[config.mk]
export PLATFORM = sky130hd
export DESIGN_NAME = inq_frame_ring
export DESIGN_NICKNAME = d
export VERILOG_FILES = /design/src/rtl/inq_pkg.sv /design/src/rtl/inq_ring_ctl.sv /design/src/rtl/inq_rx_path.sv /design/src/rtl/inq_frame_ring.sv
export SDC_FILE = /design/constraint.sdc
export NUM_CORES = 1
export LEC_CHECK = 0
export ABC_AREA = 1
export BUFFER_PORTS_ARGS = -buffer_cell sky130_fd_sc_hd__buf_4
export CAP_MARGIN = 20
export CORE_MARGIN = 2
export CORE_UTILIZATION = 64
export CTS_CLUSTER_SIZE = 24
export DETAILED_ROUTE_END_ITERATION = 8
export PLACE_DENSITY = 0.88
export SYNTH_ARGS = -nofsm -noshare
export SYNTH_HDL_FRONTEND = slang
export SYNTH_HIERARCHICAL = 1
export SYNTH_SLANG_ARGS = --single-unit
[constraint.sdc]
create_clock -name clk -period 9.2 [get_ports clk]
set_input_delay 1.38 -clock clk [delete_from_list [all_inputs] [get_ports clk]]
set_output_delay 1.38 -clock clk [all_outputs]
set_load 0.02 [all_outputs]
[src/rtl/inq_pkg.sv]
package inq_pkg;

    // Register select values
    localparam logic [1:0] REG_MODE = 2'd0;
    localparam logic [1:0] REG_STAT = 2'd1;
    localparam logic [1:0] REG_DEQ  = 2'd2;
    localparam logic [1:0] REG_ENQ  = 2'd3;

    // Mode register fields
    localparam int MODE_EN_BIT   = 0;
    localparam int MODE_INC_BIT  = 1;
    localparam int MODE_IE_LSB   = 8;
    localparam int MODE_CODE_LSB = 12;
    localparam int CODE_W        = 4;

    // Status register fields
    localparam int ST_ENQ_BIT  = 0;
    localparam int ST_FULL_BIT = 4;
    localparam int ST_ERR_BIT  = 7;

    typedef enum logic [1:0] {
        RX_IDLE,
        RX_RECV,
        RX_DROP
    } rx_state_e;

endpackage

[src/rtl/inq_ring_ctl.sv]
module inq_ring_ctl #(
    parameter int ADDR_W     = 32,
    parameter int IDX_W      = 11,
    parameter int FRAME_LOG2 = 12
) (
    input  logic              clk,
    input  logic              rst_n,
    input  logic              cfg_load,
    input  logic [ADDR_W-1:0] cfg_base,
    input  logic [IDX_W-1:0]  idx_mask,
    input  logic              commit,
    input  logic              deq_inc,
    output logic [ADDR_W-1:0] enq_ptr,
    output logic [ADDR_W-1:0] deq_ptr,
    output logic [ADDR_W-1:0] wr_frame,
    output logic              full_eff,
    output logic              empty
);

    localparam int PAD_W = ADDR_W - IDX_W;

    typedef struct packed {
        logic [ADDR_W-1:0] base;
        logic [IDX_W-1:0]  enq;
        logic [IDX_W-1:0]  deq;
    } ring_t;

    ring_t q, d;
    logic [IDX_W-1:0] enq_step, enq_eff, eff_step;

    logic unused_base;
    assign unused_base = ^cfg_base[FRAME_LOG2-1:0];

    function automatic logic [ADDR_W-1:0] frame_at(input logic [ADDR_W-1:0] b,
                                                   input logic [IDX_W-1:0] i);
        return b + ({{PAD_W{1'b0}}, i} << FRAME_LOG2);
    endfunction

    always_comb begin
        enq_step = (q.enq + 1'b1) & idx_mask;
        enq_eff  = commit ? enq_step : q.enq;
        eff_step = (enq_eff + 1'b1) & idx_mask;
        full_eff = (eff_step == q.deq);
        empty    = (q.enq == q.deq);

        d = q;
        if (cfg_load) begin
            d.base = {cfg_base[ADDR_W-1:FRAME_LOG2], {FRAME_LOG2{1'b0}}};
            d.enq  = '0;
            d.deq  = '0;
        end else begin
            if (commit) d.enq = enq_step;
            if (deq_inc && !empty) d.deq = (q.deq + 1'b1) & idx_mask;
        end

        enq_ptr  = frame_at(q.base, q.enq);
        deq_ptr  = frame_at(q.base, q.deq);
        wr_frame = frame_at(q.base, enq_eff);
    end

    always_ff @(posedge clk) begin
        if (!rst_n) q <= '0;
        else        q <= d;
    end


    enq_hold_chk: assert property (@(posedge clk) disable iff (!rst_n)
        (!commit && !cfg_load) |=> $stable(q.enq));


    deq_empty_chk: assert property (@(posedge clk) disable iff (!rst_n)
        (deq_inc && empty && !cfg_load) |=> $stable(q.deq));


    commit_nonempty_chk: assert property (@(posedge clk) disable iff (!rst_n)
        (commit && !cfg_load) |=> (q.enq != q.deq));

endmodule

[src/rtl/inq_rx_path.sv]
module inq_rx_path
    import inq_pkg::*;
#(
    parameter int ADDR_W     = 32,
    parameter int DATA_W     = 32,
    parameter int FRAME_LOG2 = 12
) (
    input  logic              clk,
    input  logic              rst_n,
    input  logic              enable,
    input  logic              in_valid,
    input  logic              in_sof,
    input  logic              in_eof,
    input  logic [DATA_W-1:0] in_data,
    input  logic [ADDR_W-1:0] wr_frame,
    input  logic              full_eff,
    output logic              mem_we,
    output logic [ADDR_W-1:0] mem_addr,
    output logic [DATA_W-1:0] mem_wdata,
    output logic              commit,
    output logic              err_pulse,
    output logic              full_pulse
);

    localparam int BYTE_LOG2 = $clog2(DATA_W / 8);
    localparam int WORD_LOG2 = FRAME_LOG2 - BYTE_LOG2;
    localparam int WORDS     = 1 << WORD_LOG2;
    localparam int CNT_W     = WORD_LOG2 + 1;

    typedef struct packed {
        rx_state_e         st;
        logic [ADDR_W-1:0] frame;
        logic [CNT_W-1:0]  cnt;
        logic              we;
        logic [ADDR_W-1:0] addr;
        logic [DATA_W-1:0] wdata;
        logic              commit;
        logic              err;
        logic              full;
    } rx_t;

    rx_t q, d;

    always_comb begin
        d        = q;
        d.we     = 1'b0;
        d.commit = 1'b0;
        d.err    = 1'b0;
        d.full   = 1'b0;
        if (in_valid) begin
            if (in_sof) begin
                if (!enable) begin
                    d.st = in_eof ? RX_IDLE : RX_DROP;
                end else if (full_eff) begin
                    d.full = 1'b1;
                    d.st   = in_eof ? RX_IDLE : RX_DROP;
                end else begin
                    d.frame  = wr_frame;
                    d.we     = 1'b1;
                    d.addr   = wr_frame;
                    d.wdata  = in_data;
                    d.cnt    = CNT_W'(1);
                    d.commit = in_eof;
                    d.st     = in_eof ? RX_IDLE : RX_RECV;
                end
            end else begin
                case (q.st)
                    RX_RECV: begin
                        if (q.cnt == CNT_W'(WORDS)) begin
                            d.err = 1'b1;
                            d.st  = in_eof ? RX_IDLE : RX_DROP;
                        end else begin
                            d.we     = 1'b1;
                            d.addr   = q.frame + ({{(ADDR_W-CNT_W){1'b0}}, q.cnt} << BYTE_LOG2);
                            d.wdata  = in_data;
                            d.cnt    = q.cnt + 1'b1;
                            d.commit = in_eof;
                            if (in_eof) d.st = RX_IDLE;
                        end
                    end
                    RX_DROP: if (in_eof) d.st = RX_IDLE;
                    default: d.st = RX_IDLE;
                endcase
            end
        end
    end

    always_ff @(posedge clk) begin
        if (!rst_n) begin
            q    <= '0;
            q.st <= RX_IDLE;
        end else begin
            q <= d;
        end
    end

    assign mem_we     = q.we;
    assign mem_addr   = q.addr;
    assign mem_wdata  = q.wdata;
    assign commit     = q.commit;
    assign err_pulse  = q.err;
    assign full_pulse = q.full;


    no_overflow_chk: assert property (@(posedge clk) disable iff (!rst_n)
        (in_valid && !in_sof && q.st == RX_RECV && q.cnt == CNT_W'(WORDS)) |=> !mem_we);

endmodule

[src/rtl/inq_frame_ring.sv]
module inq_frame_ring
    import inq_pkg::*;
#(
    parameter int ADDR_W         = 32,
    parameter int DATA_W         = 32,
    parameter int FRAME_LOG2     = 12,
    parameter int MAX_DEPTH_LOG2 = 11
) (
    input  logic              clk,
    input  logic              rst_n,
    input  logic              reg_wr_en,
    input  logic [1:0]        reg_addr,
    input  logic [31:0]       reg_wdata,
    output logic [31:0]       reg_rdata,
    input  logic              in_valid,
    input  logic              in_sof,
    input  logic              in_eof,
    input  logic [DATA_W-1:0] in_data,
    output logic              mem_we,
    output logic [ADDR_W-1:0] mem_addr,
    output logic [DATA_W-1:0] mem_wdata,
    output logic              irq
);

    localparam int IDX_W = MAX_DEPTH_LOG2;

    typedef struct packed {
        logic              en;
        logic [2:0]        ie;
        logic [CODE_W-1:0] code;
        logic              st_enq;
        logic              st_full;
        logic              st_err;
    } ctl_t;

    ctl_t q, d;

    logic              deq_inc, cfg_load, mode_wr, stat_wr;
    logic [4:0]        depth_lg;
    logic [IDX_W-1:0]  idx_mask;
    logic [ADDR_W-1:0] enq_ptr, deq_ptr, wr_frame;
    logic              full_eff, empty, commit, err_pulse, full_pulse;

    logic unused_wdata;
    assign unused_wdata = ^{reg_wdata[31:16], reg_wdata[11], reg_wdata[6:5], reg_wdata[3:2]};

    always_comb begin
        mode_wr  = reg_wr_en && (reg_addr == REG_MODE);
        stat_wr  = reg_wr_en && (reg_addr == REG_STAT);
        deq_inc  = mode_wr && reg_wdata[MODE_INC_BIT];
        cfg_load = reg_wr_en && !q.en && (reg_addr == REG_DEQ || reg_addr == REG_ENQ);

        depth_lg = {1'b0, q.code} + 5'd2;
        if (depth_lg > 5'(MAX_DEPTH_LOG2)) depth_lg = 5'(MAX_DEPTH_LOG2);
        idx_mask = ~({IDX_W{1'b1}} << depth_lg);

        d = q;
        if (mode_wr) begin
            d.en   = reg_wdata[MODE_EN_BIT];
            d.ie   = reg_wdata[MODE_IE_LSB +: 3];
            d.code = reg_wdata[MODE_CODE_LSB +: CODE_W];
        end
        if (stat_wr) begin
            if (reg_wdata[ST_ENQ_BIT])  d.st_enq  = 1'b0;
            if (reg_wdata[ST_FULL_BIT]) d.st_full = 1'b0;
            if (reg_wdata[ST_ERR_BIT])  d.st_err  = 1'b0;
        end
        if (commit)     d.st_enq  = 1'b1;
        if (full_pulse) d.st_full = 1'b1;
        if (err_pulse)  d.st_err  = 1'b1;

        reg_rdata = '0;
        case (reg_addr)
            REG_MODE: begin
                reg_rdata[MODE_EN_BIT]                = q.en;
                reg_rdata[MODE_IE_LSB +: 3]           = q.ie;
                reg_rdata[MODE_CODE_LSB +: CODE_W]    = q.code;
            end
            REG_STAT: begin
                reg_rdata[ST_ENQ_BIT]  = q.st_enq;
                reg_rdata[ST_FULL_BIT] = q.st_full;
                reg_rdata[ST_ERR_BIT]  = q.st_err;
            end
            REG_DEQ: reg_rdata = 32'(deq_ptr);
            default: reg_rdata = 32'(enq_ptr);
        endcase

        irq = (q.st_enq & q.ie[0]) | (q.st_full & q.ie[1]) | (q.st_err & q.ie[2]);
    end

    always_ff @(posedge clk) begin
        if (!rst_n) q <= '0;
        else        q <= d;
    end

    inq_ring_ctl #(
        .ADDR_W     (ADDR_W),
        .IDX_W      (IDX_W),
        .FRAME_LOG2 (FRAME_LOG2)
    ) u_ring (
        .clk      (clk),
        .rst_n    (rst_n),
        .cfg_load (cfg_load),
        .cfg_base (ADDR_W'(reg_wdata)),
        .idx_mask (idx_mask),
        .commit   (commit),
        .deq_inc  (deq_inc),
        .enq_ptr  (enq_ptr),
        .deq_ptr  (deq_ptr),
        .wr_frame (wr_frame),
        .full_eff (full_eff),
        .empty    (empty)
    );

    inq_rx_path #(
        .ADDR_W     (ADDR_W),
        .DATA_W     (DATA_W),
        .FRAME_LOG2 (FRAME_LOG2)
    ) u_rx (
        .clk        (clk),
        .rst_n      (rst_n),
        .enable     (q.en),
        .in_valid   (in_valid),
        .in_sof     (in_sof),
        .in_eof     (in_eof),
        .in_data    (in_data),
        .wr_frame   (wr_frame),
        .full_eff   (full_eff),
        .mem_we     (mem_we),
        .mem_addr   (mem_addr),
        .mem_wdata  (mem_wdata),
        .commit     (commit),
        .err_pulse  (err_pulse),
        .full_pulse (full_pulse)
    );


    err_irq_chk: assert property (@(posedge clk) disable iff (!rst_n)
        (err_pulse && q.ie[2] && !reg_wr_en) |=> irq);


    full_flag_chk: assert property (@(posedge clk) disable iff (!rst_n)
        (full_pulse && !reg_wr_en) |=> q.st_full);

endmodule

Word-level counts from Yosys, hierarchy flattened
Cells that the tools add are included.

word-level totals
  output and inout port bits = 98
  register bits = 166
  input bits = 72
  word-level logic and storage cells = 113

cells by class
  equal/unequal tests = 11
  bitwise logic cells = 13
  reductions and logical operators = 27
  $lt $le $gt $ge = 1
  multiplexer cells = 33
  add/sub/neg operators = 9
  shift operators = 1

operators by type and width
  kind                                               count
  2-to-1 mux 77 bit                                  4
  adder 32 x 23 -> 32 bit                            3
  2-to-1 mux 78 bit                                  1
  adder 11 x 1 -> 11 bit, second input constant      4
  bitwise AND 11 bit                                 3
  adder 32 x 13 -> 32 bit                            1
  one-hot mux 16 bit (2 select lines)                1
  equality test 11 bit                               2
  nonzero test 2 bit                                 7
  2-to-1 mux 2 bit                                   6
  one-hot mux 4 bit (3 select lines)                 1
  equality test 11 bit, second input constant        1
  2-to-1 mux 11 bit                                  1
  inverter 11 bit                                    1
  left shift 11 x 5 -> 11 bit, first input constant  1
  2-to-1 mux 1 bit                                   9
  one-hot mux 1 bit (3 select lines)                 3
  one-hot mux 3 bit (3 select lines)                 1
  one-hot mux 2 bit (2 select lines)                 2
  AND reduction 2 bit                                4
  AND reduction 4 bit                                2
  equality test 2 bit, second input constant         3
  logical AND 1 bit                                  6
  one-hot mux 3 bit (2 select lines)                 1
  other kinds (17)                                   27

Depth between registers and ports, before layout
Gate-level depths: netlist of run 1.

  word-level depth = 13
  gate-level depth with buffers = 31

Hierarchy
Netlist of run 1, hierarchy kept.

modules (own cells, without submodules)
  module          seq. area each (um2)  cells an instance  times used  area an instance (um2)
  inq_rx_path     2262.2                943                1           6311.1
  inq_ring_ctl    840.8                 697                1           4631.9
  inq_frame_ring  220.2                 164                1           1087.3

Worst setup path before layout of run 1
No wires, ideal clock.

  path type = register to output
  start point = reg u_ring/q[11] in the netlist's numbering
  end point = out reg_rdata[30]
  required time = 7.820 ns
  data arrival time = 2.459 ns
  setup slack = 5.361 ns
  buffers on the path = 0
  stages on the path, launching flop included = 19
  cell sequence = dfxtp_1 > ha_1 > inv_1 > fa_1 > nand3b_1 > nand2_1 > nand2_1 > nand2_1 > nand2_1 > nand2_1 > nand2_1 > nand2_1 > nand2_1 > nand2_1 > nand2_1 > nand2_1 > nand3_1 > xor2_1 > a22o_2

between the ends
  word-level cells in the longest chain between the ends = 2

ends and longest elaborated chain
  element                              line                  source
  start: declaration                   inq_ring_ctl.sv:28    ring_t q, d;
  start signal: assignment             inq_ring_ctl.sv:62    if (!rst_n) q <= '0;
  start signal: assignment             inq_ring_ctl.sv:63    else q <= d;
  adder 32 x 23 -> 32 bit              inq_ring_ctl.sv:36    return b + ({{PAD_W{1'b0}}, i} << FRAME_LOG2);
  named net enq_ptr[30]                inq_frame_ring.sv:41  logic [ADDR_W-1:0] enq_ptr, deq_ptr, wr_frame;
  one-hot mux 16 bit (2 select lines)  inq_frame_ring.sv:73  case (reg_addr)
  end: declaration                     inq_frame_ring.sv:14  output logic [31:0] reg_rdata,

The timed path passes the listed nets, and every way through them passes these cells.

==> reports/metrics.yaml, run 1 <==
drt-pass1-iter-count: 5
design.die.area_sq_um: 19900
detailedRoute.firstIterationViolations: 1062
grt_max_degree: 112
finalCritPeriodShare: 0.628
cts-buffers-inserted: 17
run_status: "finished clean"
global_route_wire_length_before_repair_mm: 53.2
vias_per_cell: 5.63
floorplan.initialDensity: 0.647
drive_gt1_frac: 0.140
postSynthAreaPerCell_sq_um: 6.67
cp_slowest_cell: "sky130_fd_sc_hd__nand2_4"
cp.arrival_ns: 6.10
worst_skew_pair.late_latency_ns: 0.44
syn_inst: 1803
peakVddDrop_mv: 0.131
cp_common_cell: "sky130_fd_sc_hd__nand2_1"
antenna_cells: 0
grt.overflow.total: 0
vias_in_the_first_global_route: 11100
tritoncts: "built"
p_leak_nw: 6.27
reg2reg_depth: 30
track_usage: 0.325
fin_setup_tns_ns: 0
finalWeightedCongestion: 0.998
route.antenna.remaining_nets: 0
nets: 1991
timing_worst_slew_pin_value_ns: 0.937
fin_total_pwr_mw: 1.69
die_width_um: 141
pin_count: 170
wl_mm: 32.7
hpwlAfterDp_mm: 23.9
worst_setup_path_start_kind: "flop"
holdBufCountCts: 0
wl_per_cell_um: 15.5
number_of_antenna_violations_at_the_first_check_in_global_routing: 0
cp-end-kind: "flop"
area_growth_pct: 9.77
hold_viol: 0
portBuffers: 158
finClkSkew_ns: 0.0137
worst-setup-path-type: "flop to flop"
cts.htree.levels: 4
core_area_sq_um: 18600
postCtsResizedCells: 0
layout.core_utilization: 0.711
slew_headroom: 0.375
stdcell_area_sq_um: 13200
hold_slack_ns: 0.459
placed_area_sq_um: 12600
drv.max_cap_violation_count: 0
post_cts_buffers: 0
die_h_um: 141
rsz0062_at_grt: "false"
clkTransAtPathRegs_ns: 0.07
worstHoldPathType: "flop to flop"
setup_viol: 0
power_density_cells_nw_per_um2: 128
route.detailed.drc: 0
clk_root_buffer_cell: "sky130_fd_sc_hd__clkbuf_16"
critical_path.max_fanout: 81
cts.sink_count: 166
hold_depth: 2
cts.path.max_buffers: 2
timing.final.crit_period_ns: 5.78
synth-warning-count: 6
timing_max_transition_violations_final: 0
max_clock_freq_ghz: 0.173
floorplan.rows: 50
synth_area_sq_um: 12000
routed-via-count: 11900
worstPathRequired_ns: 9.52
slowest_delay_ns: 0.78
==> cell usage in the layout (no fill, tap or decap), types with 17 or more instances in the layout <==
master	count
sky130_fd_sc_hd__nor2_1	236
sky130_fd_sc_hd__a21oi_1	140
sky130_fd_sc_hd__xnor2_1	17
sky130_fd_sc_hd__nor3_1	24
sky130_fd_sc_hd__clkbuf_16	17
sky130_fd_sc_hd__ha_1	53
sky130_fd_sc_hd__nand2_1	364
sky130_fd_sc_hd__xor2_1	55
sky130_fd_sc_hd__o21ai_1	21
sky130_fd_sc_hd__nand4_1	28
sky130_fd_sc_hd__dfxtp_1	166
sky130_fd_sc_hd__conb_1	36
sky130_fd_sc_hd__nand3_1	120
sky130_fd_sc_hd__inv_1	165
sky130_fd_sc_hd__o21ai_0	121
sky130_fd_sc_hd__buf_4	162
==> routing by layer <==
layer,track usage,share of wire
met4,0.123,0.031
met2,0.539,0.46
met5,0,0
met3,0.0608,0.073
met1,0.420,0.44
==> through the flow <==
stage               cells  setup slack [ns]
floorplan            1838              5.36
global placement     2076              3.72
detailed placement   2077              3.58
CTS                  2108              3.53
global route         2108              2.91
finish               2108              3.42
==> worst paths after layout <==
path             startpoint               end  slack, ns
max                    q[4]  u_rx/mem_addr[9]       3.42
min          u_rx/err_pulse              q[0]       0.46
max reg2reg            q[4]  u_rx/mem_addr[9]       3.42
min reg2reg  u_rx/err_pulse              q[0]       0.46
==> registers in the layout, indices dropped and copies added, names as in the netlist <==
| signal | flops |
|---|---|
| u_rx/commit | 1 |
| u_rx/q | 45 |
| u_rx/err_pulse | 1 |
| u_rx/full_pulse | 1 |
| u_ring/q | 42 |
| u_rx/mem_wdata | 32 |
| u_rx/mem_we | 1 |
| q | 11 |
| u_rx/mem_addr | 32 |
==> power by group <==
part | total (mW) | switching (mW) | internal (mW)
registers | 0.755 | 0.0181 | 0.736
clock network | 0.735 | 0.317 | 0.418
logic | 0.201 | 0.123 | 0.0774
==> area by class of cell <==
class / instances / area [sq um]
timing repair buffer: 163 / 1240
multi-input combinational: 1337 / 7080
sequential: 166 / 3320
tap: 234 / 293
fill: 1569 / 5380
clock buffer: 19 / 453
clock inverter: 12 / 141
inverter: 177 / 668
==> worst max-delay path: cells and delay by family, from the launching register on <==
family	cells	cell delay [ns]
AND/OR/NAND/NOR	22	3.57
flip-flops	1	0.42
adder cells (fa/ha/maj)	2	0.40
AO/OA/AOI/OAI	1	0.14
buffers and inverters	5	1.07
Power figures use the tool's default switching activity.
==> inputs of run 2 (changes only) <==
Settings changed: CORE_UTILIZATION 64 to 59, PLACE_DENSITY 0.88 to 0.82.
Clock period 9.2 ns to 6 ns, I/O delays scaled along.
==> run 2 against run 1 <==
Effect of this change:
- clock skew increased by 0.00088 ns
- sequential share of layout area decreased by 0.11 points
- first-iteration DRC count decreased by 11%
- highest routed layer unchanged
==> reports/metrics.yaml, run 2 (same netlist as run 1, synthesis figures left out) <==
cts-buffers-inserted: 17
layout_top_registers: "u_rx/q (45), u_ring/q (42)"
comb_power_share: 0.116
timing.final.crit_period_ns: 4.80
vias_per_cell: 5.53
setup_viol: 0
vias_in_the_first_global_route: 10800
die_width_um: 147
hold_depth: 2
slowest_delay_ns: 0.64
route.detailed.drc: 0
floorplan.initialDensity: 0.598
cp-end-kind: "flop"
worst_skew_pair.late_latency_ns: 0.44
cts.htree.levels: 4
drv.max_cap_violation_count: 0
pin_count: 170
clkTransAtPathRegs_ns: 0.08
max_clock_freq_ghz: 0.208
number_of_antenna_violations_at_the_first_check_in_global_routing: 0
global_route_wire_length_before_repair_mm: 52.8
core_area_sq_um: 20100
reg2reg_depth: 29
design.die.area_sq_um: 21500
fin_setup_tns_ns: 0
power.clock.fraction: 0.447
most_used_cells_in_the_layout_excluding_fill_and_tap_cells: "sky130_fd_sc_hd__nand2_1, sky130_fd_sc_hd__nor2_1, sky130_fd_sc_hd__dfxtp_1"
wl_per_cell_um: 15.2
nets: 1992
cp_slowest_cell: "sky130_fd_sc_hd__nand2_4"
rsz0062_at_grt: "false"
worst_setup_path_start_kind: "flop"
p_leak_nw: 6.28
hold_viol: 0
floorplan.rows: 52
hpwlAfterDp_mm: 23.9
post_cts_buffers: 0
finalCritPeriodShare: 0.801
detailedRoute.firstIterationViolations: 950
holdBufCountCts: 0
area_growth_pct: 10.3
finalWeightedCongestion: 0.984
worstPathRequired_ns: 6.33
timing_worst_slew_pin_value_ns: 0.849
worst-setup-path-type: "flop to flop"
fin_total_pwr_mw: 2.65
drt-pass1-iter-count: 7
clk_root_buffer_cell: "sky130_fd_sc_hd__clkbuf_16"
final_cells: 2146
sw_frac_of_total: 0.284
timing_max_transition_violations_final: 0
portBuffers: 158
routed-via-count: 11900
cp.arrival_ns: 5.14
grt.overflow.total: 0
worstHoldPathType: "flop to flop"
cts.path.max_buffers: 2
run_status: "finished clean"
critical_path.max_fanout: 81
antenna_cells: 0
reg_power_frac: 0.438
numPlacedInstances: 2114
wl_mm: 32.7
grt_max_degree: 82
peakVddDrop_mv: 0.196
p_int_mw: 1.89
cts.sink_count: 166
finClkSkew_ns: 0.0146
slew_headroom: 0.434
registers.top_by_ff_count: "u_rx/q"
postCtsResizedCells: 0
route.antenna.remaining_nets: 0
die_h_um: 147
tritoncts: "built"
net-switching-power_uw: 751
layout.cells.most_common: "sky130_fd_sc_hd__nand2_1"
power_density_cells_nw_per_um2: 199
placement.setup.worst_slack_ns: 1.33
drive_gt1_frac: 0.141
track_usage: 0.299
cp_common_cell: "sky130_fd_sc_hd__nand2_1"
worst_setup_margin_ns: 1.20
largest_register_ffs: 45
==> run 2: cell types whose count changed in the layout (fill, tap and decap cells not counted), sizes merged <==
cell / delta
inv: +4
clkinv: -3
buf: +1
clkbuf: -1
clkinvlp: +1
==> run 2: power by group through the flow <==
stage	registers [mW]	clock network, mW	logic [mW]
2_1_floorplan	1.17	0	0.231
3_3_place_gp	1.18	0	0.295
3_5_place_dp	1.18	0	0.301
4_1_cts	1.16	1.19	0.303
5_1_grt	1.16	1.24	0.336
6_report	1.16	1.18	0.306
==> run 2: worst paths after layout <==
check                  start          endpoint  slack, ns
max                     q[4]  u_rx/mem_addr[9]       1.20
min          u_rx/full_pulse              q[1]       0.44
max reg2reg             q[4]  u_rx/mem_addr[9]       1.20
min reg2reg  u_rx/full_pulse              q[1]       0.44
==> run 2: metal layers <==
metal  up-vias  part of all wire  track usage
li1       5913                 -            -
met1      5351              0.43        0.389
met2       533              0.45        0.493
met3        77             0.092       0.0696
met4         0             0.027       0.0956
met5         -                 0            0
==> run 2: final cells by class <==
cell class / count / area [sq um]
Tap cell: 270 / 338
Timing Repair Buffer: 164 / 1230
Sequential cell: 166 / 3320
Multi-Input combinational cell: 1337 / 7080
Clock buffer: 18 / 439
Inverter: 177 / 668
Fill cell: 1777 / 6840
Clock inverter: 14 / 183
==> run 2: stage by stage <==
step,utilization,hold WS [ns],cell area [sq um]
after detailed placement,0.629,0.436,12600
after global routing,0.660,0.469,13300
after floorplan,-,0.413,12200
after global placement,0.629,0.432,12600
after CTS,0.660,0.446,13300
final,0.660,0.443,13300
==> run 2: worst max-delay path, delay by kind of cell (launching register included) <==
kind                       cells  cell delay [ns]
AOI/OAI and AO/OA              1             0.18
and+or+nand+nor               22             3.38
buffers and inverters          4             0.33
adders and majority gates      2             0.37
DFF                            1             0.40
